$ cat src/rtl/spf_pkg.sv
package spf_pkg;
    typedef enum logic [2:0] {
        S_IDLE  = 3'd0,
        S_PGHDR = 3'd1,
        S_SLOT  = 3'd2,
        S_LOOK  = 3'd3,
        S_RHDR  = 3'd4,
        S_ATTR  = 3'd5,
        S_DONE  = 3'd6
    } fetch_st_e;
endpackage

$ cat src/rtl/spf_slot_buf.sv
module spf_slot_buf #(
    parameter int DEPTH = 16,
    parameter int EW    = 16,
    localparam int IW   = $clog2(DEPTH)
) (
    input  logic          clk,
    input  logic          wr_en,
    input  logic [IW-1:0] wr_addr,
    input  logic [EW-1:0] wr_data,
    input  logic [IW-1:0] rd_addr,
    output logic [EW-1:0] rd_data
);
    logic [EW-1:0] ent_q [DEPTH];

    // one register per slot entry, written only when its index is addressed
    for (genvar g = 0; g < DEPTH; g++) begin : g_ent
        always_ff @(posedge clk) begin
            if (wr_en && (wr_addr == IW'(g))) begin
                ent_q[g] <= wr_data;
            end
        end
    end

    assign rd_data = ent_q[rd_addr];
endmodule

$ cat src/rtl/spf_addr_gen.sv
module spf_addr_gen
    import spf_pkg::*;
#(
    parameter int AW        = 12,
    parameter int SW        = 4,
    parameter int SLOT_BASE = 4
) (
    input  fetch_st_e     state,
    input  logic [AW-1:0] base,
    input  logic [SW-1:0] ld_k,
    input  logic [15:0]   rec_off,
    input  logic [15:0]   a_off,
    output logic [AW-1:0] addr,
    output logic          burst
);
    always_comb begin
        addr  = base;
        burst = 1'b0;
        case (state)
            S_SLOT:  addr = base + AW'(SLOT_BASE) + AW'({ld_k, 2'b00});
            S_RHDR:  addr = base + AW'(rec_off);
            S_ATTR: begin
                addr  = base + AW'(rec_off) + AW'(a_off);
                burst = 1'b1;
            end
            default: addr = base;
        endcase
    end
endmodule

$ cat src/rtl/spf_attr_fetch.sv
module spf_attr_fetch
    import spf_pkg::*;
#(
    parameter int AW        = 12,
    parameter int DW        = 32,
    parameter int IDXW      = 8,
    parameter int MAX_SLOTS = 16,
    parameter int BEATS     = 16,
    parameter int ATTR_OFS  = 8,
    parameter int SLOT_BASE = 4
) (
    input  logic            clk,
    input  logic            rst_n,
    input  logic [AW-1:0]   page_base,
    input  logic            var_mode,
    input  logic            req_valid,
    input  logic [IDXW-1:0] req_idx,
    output logic            req_ready,
    output logic            mem_req_valid,
    output logic [AW-1:0]   mem_req_addr,
    output logic            mem_req_burst,
    input  logic            mem_rsp_valid,
    input  logic [DW-1:0]   mem_rsp_data,
    output logic            out_valid,
    output logic [DW-1:0]   out_data,
    output logic            out_last,
    output logic            done
);
    localparam int SW = $clog2(MAX_SLOTS);
    localparam int CW = $clog2(MAX_SLOTS + 1);
    localparam int BW = $clog2(BEATS);
    localparam logic [15:0] MAX16 = 16'(MAX_SLOTS);

    typedef struct packed {
        fetch_st_e       st;
        logic            issued;
        logic [AW-1:0]   base;
        logic            vmode;
        logic [IDXW-1:0] idx;
        logic [CW-1:0]   cnt;
        logic [SW-1:0]   ld_k;
        logic            cvld;
        logic [AW-1:0]   cbase;
        logic [15:0]     rec_off;
        logic [15:0]     a_off;
        logic [BW-1:0]   beat;
        logic            ov;
        logic [DW-1:0]   od;
        logic            ol;
    } regs_t;

    regs_t q, d;

    logic          buf_we;
    logic [15:0]   buf_rd;
    logic          wait_st;
    logic [15:0]   rsp_lo;

    assign rsp_lo  = mem_rsp_data[15:0];
    assign wait_st = (q.st == S_PGHDR) || (q.st == S_SLOT) ||
                     (q.st == S_RHDR)  || (q.st == S_ATTR);

    spf_slot_buf #(.DEPTH(MAX_SLOTS), .EW(16)) slot_buf_i (
        .clk     (clk),
        .wr_en   (buf_we),
        .wr_addr (q.ld_k),
        .wr_data (rsp_lo),
        .rd_addr (q.idx[SW-1:0]),
        .rd_data (buf_rd)
    );

    spf_addr_gen #(.AW(AW), .SW(SW), .SLOT_BASE(SLOT_BASE)) addr_gen_i (
        .state   (q.st),
        .base    (q.base),
        .ld_k    (q.ld_k),
        .rec_off (q.rec_off),
        .a_off   (q.a_off),
        .addr    (mem_req_addr),
        .burst   (mem_req_burst)
    );

    always_comb begin
        d             = q;
        d.ov          = 1'b0;
        d.ol          = 1'b0;
        buf_we        = 1'b0;
        mem_req_valid = wait_st && !q.issued;
        if (mem_req_valid) begin
            d.issued = 1'b1;
        end
        case (q.st)
            S_IDLE: begin
                if (req_valid) begin
                    d.base   = page_base;
                    d.vmode  = var_mode;
                    d.idx    = req_idx;
                    d.issued = 1'b0;
                    if (q.cvld && (page_base == q.cbase)) begin
                        d.st = S_LOOK;
                    end else begin
                        d.cvld = 1'b0;
                        d.st   = S_PGHDR;
                    end
                end
            end
            S_PGHDR: begin
                if (mem_rsp_valid) begin
                    d.cnt    = (rsp_lo > MAX16) ? CW'(MAX_SLOTS) : CW'(rsp_lo);
                    d.ld_k   = '0;
                    d.cbase  = q.base;
                    d.issued = 1'b0;
                    if (rsp_lo == 16'd0) begin
                        d.cvld = 1'b1;
                        d.st   = S_LOOK;
                    end else begin
                        d.st = S_SLOT;
                    end
                end
            end
            S_SLOT: begin
                if (mem_rsp_valid) begin
                    buf_we   = 1'b1;
                    d.issued = 1'b0;
                    if ((CW'(q.ld_k) + CW'(1)) == q.cnt) begin
                        d.cvld = 1'b1;
                        d.st   = S_LOOK;
                    end else begin
                        d.ld_k = q.ld_k + 1'b1;
                    end
                end
            end
            S_LOOK: begin
                if (q.idx >= IDXW'(q.cnt)) begin
                    d.st = S_DONE;
                end else begin
                    d.rec_off = buf_rd;
                    d.a_off   = 16'(ATTR_OFS);
                    d.beat    = '0;
                    d.issued  = 1'b0;
                    d.st      = q.vmode ? S_RHDR : S_ATTR;
                end
            end
            S_RHDR: begin
                if (mem_rsp_valid) begin
                    d.a_off  = rsp_lo;
                    d.issued = 1'b0;
                    d.st     = S_ATTR;
                end
            end
            S_ATTR: begin
                if (mem_rsp_valid) begin
                    d.ov   = 1'b1;
                    d.od   = mem_rsp_data;
                    d.beat = q.beat + 1'b1;
                    if (q.beat == BW'(BEATS - 1)) begin
                        d.ol = 1'b1;
                        d.st = S_DONE;
                    end
                end
            end
            S_DONE:  d.st = S_IDLE;
            default: d.st = S_IDLE;
        endcase
    end

    always_ff @(posedge clk) begin
        if (!rst_n) begin
            q <= '0;
        end else begin
            q <= d;
        end
    end

    assign req_ready = (q.st == S_IDLE);
    assign done      = (q.st == S_DONE);
    assign out_valid = q.ov;
    assign out_data  = q.od;
    assign out_last  = q.ol;
endmodule

$ cat config.mk
export PLATFORM = sky130hd
export DESIGN_NAME = spf_attr_fetch
export DESIGN_NICKNAME = d
export VERILOG_FILES = /design/src/rtl/spf_pkg.sv /design/src/rtl/spf_slot_buf.sv /design/src/rtl/spf_addr_gen.sv /design/src/rtl/spf_attr_fetch.sv
export SDC_FILE = /design/constraint.sdc
export NUM_CORES = 1
export LEC_CHECK = 0
export ABC_AREA = 1
export CAP_MARGIN = 5
export CORE_UTILIZATION = 45
export CTS_BUF_LIST = sky130_fd_sc_hd__clkbuf_8 sky130_fd_sc_hd__clkbuf_16
export DETAILED_ROUTE_END_ITERATION = 7
export HOLD_SLACK_MARGIN = 0.03
export PLACE_DENSITY_LB_ADDON = 0.15
export SLEW_MARGIN = 0
export SYNTH_ARGS = -nofsm -noshare
export SYNTH_HDL_FRONTEND = slang
export SYNTH_SLANG_ARGS = --single-unit
$ cat constraint.sdc
create_clock -name clk -period 4.1 [get_ports clk]
set_input_delay 0.82 -clock clk [delete_from_list [all_inputs] [get_ports clk]]
set_output_delay 0.82 -clock clk [all_outputs]
set_load 0.02 [all_outputs]
==> reports/summary.txt, run 1 <==
Final Hold Viols: 0
P_leak: 6.344 nW
CP Launch Type: register
Syn Nets: 1575
First-pass GRT wire length: 58.77 mm
CP max stage cell: ha_2
Achievable frequency: 0.2457 GHz
Core Box Area: 30590 sq um
CTS clk-pin slew, worst paths: 60 ps
Worst slew margin: 30.47%
RSZ-0062 raised after global routing: yes
Mapped Area: 14010 sq um
Initial Util: 45.79%
Chip Height: 178.4 um
Hold Slack: 452.9 ps
Hold Path Class: reg2reg
Cell with the most instances after synthesis: nor2_1
Worst hold endpoint: q[99]
Kind of critical path: reg2out
Routability cong.: 0.8929
Cells after synthesis: 1474
Synth Area per Inst: 9.503 sq um
Worst hold path cell count: 2
Io pins: 107
DR pass1 iterations: 6
Dominant cells by area after synthesis: edfxtp_1 41%, dfxtp_1 16%, nor2_1 6.8%
Initial antenna violation count: 0
Layout cells sized above 1: 12.13%
Status: completed
Synth-to-Final Area Change: 19.21%
Iter 0 DRT Violations: 813
Vias in the first global route: 10.39k
Clock Latency Late Sink: 580 ps
Critical Path End Type: output pin
Post-synthesis sequential area ratio: 56.74%
Max cap viols: 0
Metal3 WL: 2.320 mm
CP peak stage delay: 410 ps
Final Slew Violations: 0
VDD IR max: 0.2677 mV
WL/cell: 18.83 um
P per Cell Area: 408.3 nW/um^2
Area after DPL: 15480 sq um
Worst slew pin tran: 1042 ps
GR Overflow Total: 0
Hpwl dp: 24.38 mm
Clock buffer depth: 3
Via count: 10.77k
Detailed-route wire length: 37.71 mm
Num rows: 64
CP Buf/Inv Count: 1
# clock sinks: 301
Wire length on met2: 17.27 mm
Post-DR vias/cell: 5.375
Synth cell types: 47
Die width: 178.4 um
GRT Total Usage: 24.19%
Final Util: 54.59%
Largest net degree at the start of global routing: 98
Worst R2R Setup Slack: 1360 ps
Clock Root Buffer: clkbuf_16
Top routing layer used: met4
Top delay family on crit path: simple AND/OR/NAND/NOR gates
ANT nets after route: 0
FF-to-FF Start: q[116]
Nets: 1683
Tcrit/Tclk final: 99.25%
Worst EP required: 3280 ps
# DRC: 0
Total power: 6.818 mW
Most frequent CP cell: nand2_1
TritonCTS Buffers: 31
Fillers: 2788
Die Area: 31840 sq um
Clock period minus worst slack: 4069 ps
Prevailing post-synth register cell: edfxtp_1
Antenna cell count: 0
IO buf count: 106
Yosys reg bits: 301
Clk_skew: 22.81 ps
Post-synth EDFFs: 192
Syn. warnings: 0
Hold path start: q[99]
Path depth of the worst reg2reg path: 11
Post-synth top area share: 41.16%
CTS tree: done
Dominant cell type by area after synthesis: edfxtp_1
Post-CTS Hold Fix Bufs: 0
M1 wire length: 17.32 mm
R2R Path End: q[37]
Post-synthesis async set-or-reset flop share: 0%
Post-route design area: 16700 sq um
WP depth: 15
Post-synth top cells: 253 x nor2_1, 192 x edfxtp_1, 187 x nand2_1, 180 x o21ai_0, 109 x dfxtp_1
Final setup fails: 0
WP data arrival: 3250 ps
H-tree depth: 1
CP Cell Sequence: ha_2 -> nand2_1 -> nor2_1 -> nand2_1 -> nand3_2 -> xor2_2 -> ha_2 -> a21oi_2 -> nor2_1 -> a211oi_2 -> nand3_1 -> nand2_1 -> nand3_1 -> nand4_1 -> buf_4
Critical path fanouts, max: 5
==> cell usage in the layout, fill, tap and decap left out, drive strengths merged, types with 66 or more instances in the layout <==
master and n:
nand3 66, o21ai 191, clkdlybuf4s50 95, inv 103, a21oi 88, nor2 261
edfxtp 192, dfxtp 109, buf 78, nand2 190
==> how the worst max path moves through the flow <==
stage                     startpoint  slack [ps]                to
after floorplan                q[54]         520  mem_req_addr[11]
after global placement         q[54]        -140  mem_req_addr[11]
after detailed placement       q[54]        -160  mem_req_addr[10]
after CTS                     q[101]         -50  mem_req_addr[11]
after global routing          q[101]        -130  mem_req_addr[11]
final                         q[107]          30  mem_req_addr[10]
==> layout make-up <==
class | count | area (sq um) | area share (%)
clock buffer | 32 | 789.5 | 4.728
clock inverter | 26 | 175.2 | 1.049
inverter | 91 | 346.6 | 2.076
multi-input combinational | 980 | 5351 | 32.05
sequential | 301 | 7961 | 47.68
tap | 396 | 495.5 | 2.967
timing repair buffer | 177 | 1578 | 9.449
==> flip-flops by register name (all words and copies together), names as in the netlist <==
signal            count
q                    75
out_last              1
out_data             32
slot_buf_i.ent_q    192
out_valid             1
==> kinds of logic (layout without fill, tap and decap cells) <==
| logic type | count (synthesis) | count (layout) | synth area share, % |
|---|---|---|---|
| AOI/OAI and AO/OA | 345 | 345 | 13.57 |
| adders and majority gates | 44 | 44 | 4.091 |
| muxes | 15 | 15 | 1.072 |
| and+or+nand+nor | 557 | 557 | 16.69 |
| xor gates and xnor gates | 19 | 19 | 1.188 |
| DFF | 301 | 301 | 56.74 |
| buffers and inverters | 193 | 326 | 6.655 |
==> through the flow <==
step / setup WS (ps) / cells / setup TNS, ps
floorplan: 524.8 / 1474 / 0
global placement: -141.9 / 1941 / -431.5
detailed placement: -155.7 / 1941 / -657.8
CTS: -52.28 / 2001 / -78.75
global route: -131.8 / 2003 / -455.5
finish: 30.71 / 2003 / 0
==> worst reg2reg max path: stages, from the launching register on <==
cell	delay, ps
dfxtp_1	410
inv_2	80
nor2_4	160
inv_2	110
nor2_4	360
inv_2	210
nor2_8	410
inv_2	390
nand2_1	260
inv_1	80
nand2_1	60
a21oi_1	50
==> what timing repair did <==
action                     in CTS  in global routing
cloned                          0                  0
buffers inserted                2                  2
setup endpoints to repair      10                 10
resized for setup              61                 34
pin swaps                      15                 20
==> power by group <==
group / leakage, nW / internal (mW) / switching, mW / total, mW
Sequential: 2.61 / 3.26 / 0.0445 / 3.30
Clock: 0.514 / 1.51 / 1.15 / 2.66
Combinational: 3.22 / 0.320 / 0.536 / 0.856
Total: 6.34 / 5.09 / 1.73 / 6.82
==> metal layers <==
layer  global-route usage (%)  up-vias
li1                         -     5303
met1                    34.12     5121
met2                    39.11      288
met3                    3.517       55
met4                    5.897        0
met5                        0        -
No activity file was read; power rests on OpenSTA's default activity.
==> run 2, diff against run 1 <==
--- a/config.mk
+++ b/config.mk
@@ -7,7 +7,7 @@
 export LEC_CHECK = 0
 export ABC_AREA = 1
 export CAP_MARGIN = 5
-export CORE_UTILIZATION = 45
+export CORE_UTILIZATION = 40
 export CTS_BUF_LIST = sky130_fd_sc_hd__clkbuf_8 sky130_fd_sc_hd__clkbuf_16
 export DETAILED_ROUTE_END_ITERATION = 7
 export HOLD_SLACK_MARGIN = 0.03
==> run 2 against run 1 <==
  * The run now ends with DRC left
  * Combinational power is essentially flat
  * Sequential power barely moved
  * Sequential share of layout area fell by 0.69 points
  * Largest cell class unchanged
  * Largest power group unchanged
  * Highest routed layer unchanged
==> reports/summary.txt, run 2 (synthesized netlist as in run 1, its figures left out) <==
Commonest non-fill, non-tap cells in the layout: 251 x nor2_1, 192 x edfxtp_1, 183 x nand2_1 (unchanged)
Top reg by flops: slot_buf_i.ent_q (unchanged)
Area after DPL: 15550 sq um (was 15480 sq um)
Detailed-route wire length: 38.13 mm (was 37.71 mm)
Via count: 10.82k (was 10.77k)
CP Launch Type: register (unchanged)
Final Hold Viols: 0 (unchanged)
Layout cells sized above 1: 13.41% (was 12.13%)
Int Power: 5.259 mW (was 5.091 mW)
Synth-to-Final Area Change: 20.95% (was 19.21%)
Reg power frac: 47.2% (was 48.5%)
Critical Path End Type: output pin (unchanged)
Dpl ws: -123.4 ps (was -155.7 ps)
Nets: 1688 (was 1683)
Non-Filler Instances: 2066 (was 2003)
Clock Latency Late Sink: 510 ps (was 580 ps)
Largest net degree at the start of global routing: 83 (was 98)
TritonCTS Buffers: 34 (was 31)
VDD IR max: 0.3193 mV (was 0.2677 mV)
First-pass GRT wire length: 59.44 mm (was 58.77 mm)
Critical path fanouts, max: 5 (unchanged)
Worst slew pin tran: 1052 ps (was 1042 ps)
Initial antenna violation count: 0 (unchanged)
Num rows: 68 (was 64)
GR Overflow Total: 0 (unchanged)
Kind of critical path: reg2out (unchanged)
Max cap viols: 0 (unchanged)
Switch Pwr: 1.776 mW (was 1.726 mW)
Combinational share of power: 12.2% (was 12.6%)
Routability cong.: 0.8571 (was 0.8929)
Hpwl dp: 24.54 mm (was 24.38 mm)
Die width: 189.1 um (was 178.4 um)
Iter 0 DRT Violations: 869 (was 813)
RSZ-0062 raised after global routing: yes (unchanged)
Setup TNS: 0 ps (unchanged)
Most common cell after layout, fill and taps aside: nor2_1 (unchanged)
Clock Root Buffer: clkbuf_16 (unchanged)
Clock period minus worst slack: 4037 ps (was 4069 ps)
Final Slew Violations: 0 (unchanged)
CTS clk-pin slew, worst paths: 60 ps (about the same)
Chip Height: 189.1 um (was 178.4 um)
Clk network pwr share: 40.6% (was 39.0%)
Clock buffer depth: 3 (unchanged)
Status: finished, violations left (was completed)
Hold Slack: 452.5 ps (was 452.9 ps)
GRT Total Usage: 21.44% (was 24.19%)
Clk_skew: 16.14 ps (was 22.81 ps)
Die Area: 35770 sq um (was 31840 sq um)
WL/cell: 18.45 um (was 18.83 um)
ANT nets after route: 0 (unchanged)
Post-DR vias/cell: 5.238 (was 5.375)
Final setup margin: 63.12 ps (was 30.71 ps)
Worst slew margin: 29.79% (was 30.47%)
Initial Util: 40.65% (was 45.79%)
CTS tree: done (unchanged)
IO buf count: 106 (unchanged)
Switch share: 25.24% (was 25.32%)
Final setup fails: 0 (unchanged)
Number of flip-flops in the largest register: 192 (unchanged)
Failing checks: DRC
P_leak: 6.388 nW (was 6.344 nW)
WP data arrival: 3220 ps (was 3250 ps)
Placed cell count: 1998 (was 1941)
P per Cell Area: 415.3 nW/um^2 (was 408.3 nW/um^2)
# clock sinks: 301 (unchanged)
H-tree depth: 2 (was 1)
Io pins: 107 (unchanged)
Achievable frequency: 0.2477 GHz (was 0.2457 GHz)
Tcrit/Tclk final: 98.46% (was 99.25%)
Worst EP required: 3280 ps (about the same)
# DRC: 1 (was 0)
Core Box Area: 34460 sq um (was 30590 sq um)
Post-route design area: 16940 sq um (was 16700 sq um)
Hold Path Class: reg2reg (unchanged)
Vias in the first global route: 10.38k (was 10.39k)
DR pass1 iterations: 7 (was 6)
Antenna cell count: 0 (unchanged)
==> run 2: cell count changes in the layout (fill, tap and decap cells not counted), sizes merged <==
cell / before / now
clkbuf: 33 / 42
inv: 103 / 94
clkinv: 9 / 16
clkinvlp: 3 / 0
buf: 78 / 80
bufinv: 2 / 0
clkdlybuf4s50: 95 / 96
dlymetal6s2s: 1 / 0
==> run 2: what timing repair did <==
item | 4_1_cts | 5_1_grt
buffers inserted | 6 | 2
endpoints found under the setup margin | 10 | 9
endpoints found under the hold margin | 0 | 0
gates resized for setup | 46 | 58
hold buffers | 0 | 0
pin swaps | 8 | 30
==> run 2: area by class of cell <==
cell class | instances | area [sq um]
Clock inverter | 19 | 106.4
Fill cell | 3192 | 17520
Sequential cell | 301 | 7960
Multi-Input combinational cell | 980 | 5398
Timing Repair Buffer | 179 | 1603
Tap cell | 455 | 569.3
Inverter | 91 | 346.6
Clock buffer | 41 | 958.4
==> run 2: worst max-delay path, stage by stage, from the launching register on <==
cell and delay [ps]:
dfxtp_2 340, ha_4 250, a21oi_2 130, nand2_1 90, buf_4 150, nand2_1 60
nand3_2 100, a21oi_2 200, nand2b_4 150, and2_4 140, ha_4 210, nand2_2 90
nor2_1 60, a211oi_2 240, nand3_1 110, nand2_1 70, nand3_1 100, nand4_1 100
buf_4 140
==> run 2: routing by layer <==
metal | global-route usage [%] | share of wire [%] | wire, um | vias up
met1 | 29.94 | 46 | 17420 | 5162
met4 | 6.110 | 2.4 | 904 | 0
li1 | - | - | - | 5310
met3 | 4.004 | 6.3 | 2394 | 50
met2 | 33.94 | 46 | 17410 | 300
met5 | 0 | 0 | 0 | -
==> run 2: path summary, 6_finish.rpt <==
| check | startpoint | to | slack, ps | cells past startpoint |
|---|---|---|---|---|
| max reg2reg | q[93] | q[56] | 1240 | 8 |
| max | q[103] | mem_req_addr[10] | 60 | 18 |
| min | q[98] | q[98] | 450 | 2 |
| min reg2reg | q[98] | q[98] | 450 | 2 |
==> run 2: per-stage QoR <==
| step | utilization (%) | power (mW) |
|---|---|---|
| 6_report | 49.16 | 7.035 |
| 5_1_grt | 49.16 | 7.308 |
| 4_1_cts | 48.45 | 7.070 |
| 3_5_place_dp | 45.13 | 4.205 |
| 3_3_place_gp | 45.13 | 4.200 |
| 2_1_floorplan | - | 3.857 |
==> run 2: power by group through the flow <==
stage	logic (mW)	registers, mW	clock network [mW]
after floorplan	0.507	3.35	0
after global placement	0.820	3.38	0
after detailed placement	0.823	3.38	0
after CTS	0.831	3.32	2.92
after global routing	0.952	3.32	3.03
final	0.859	3.32	2.86
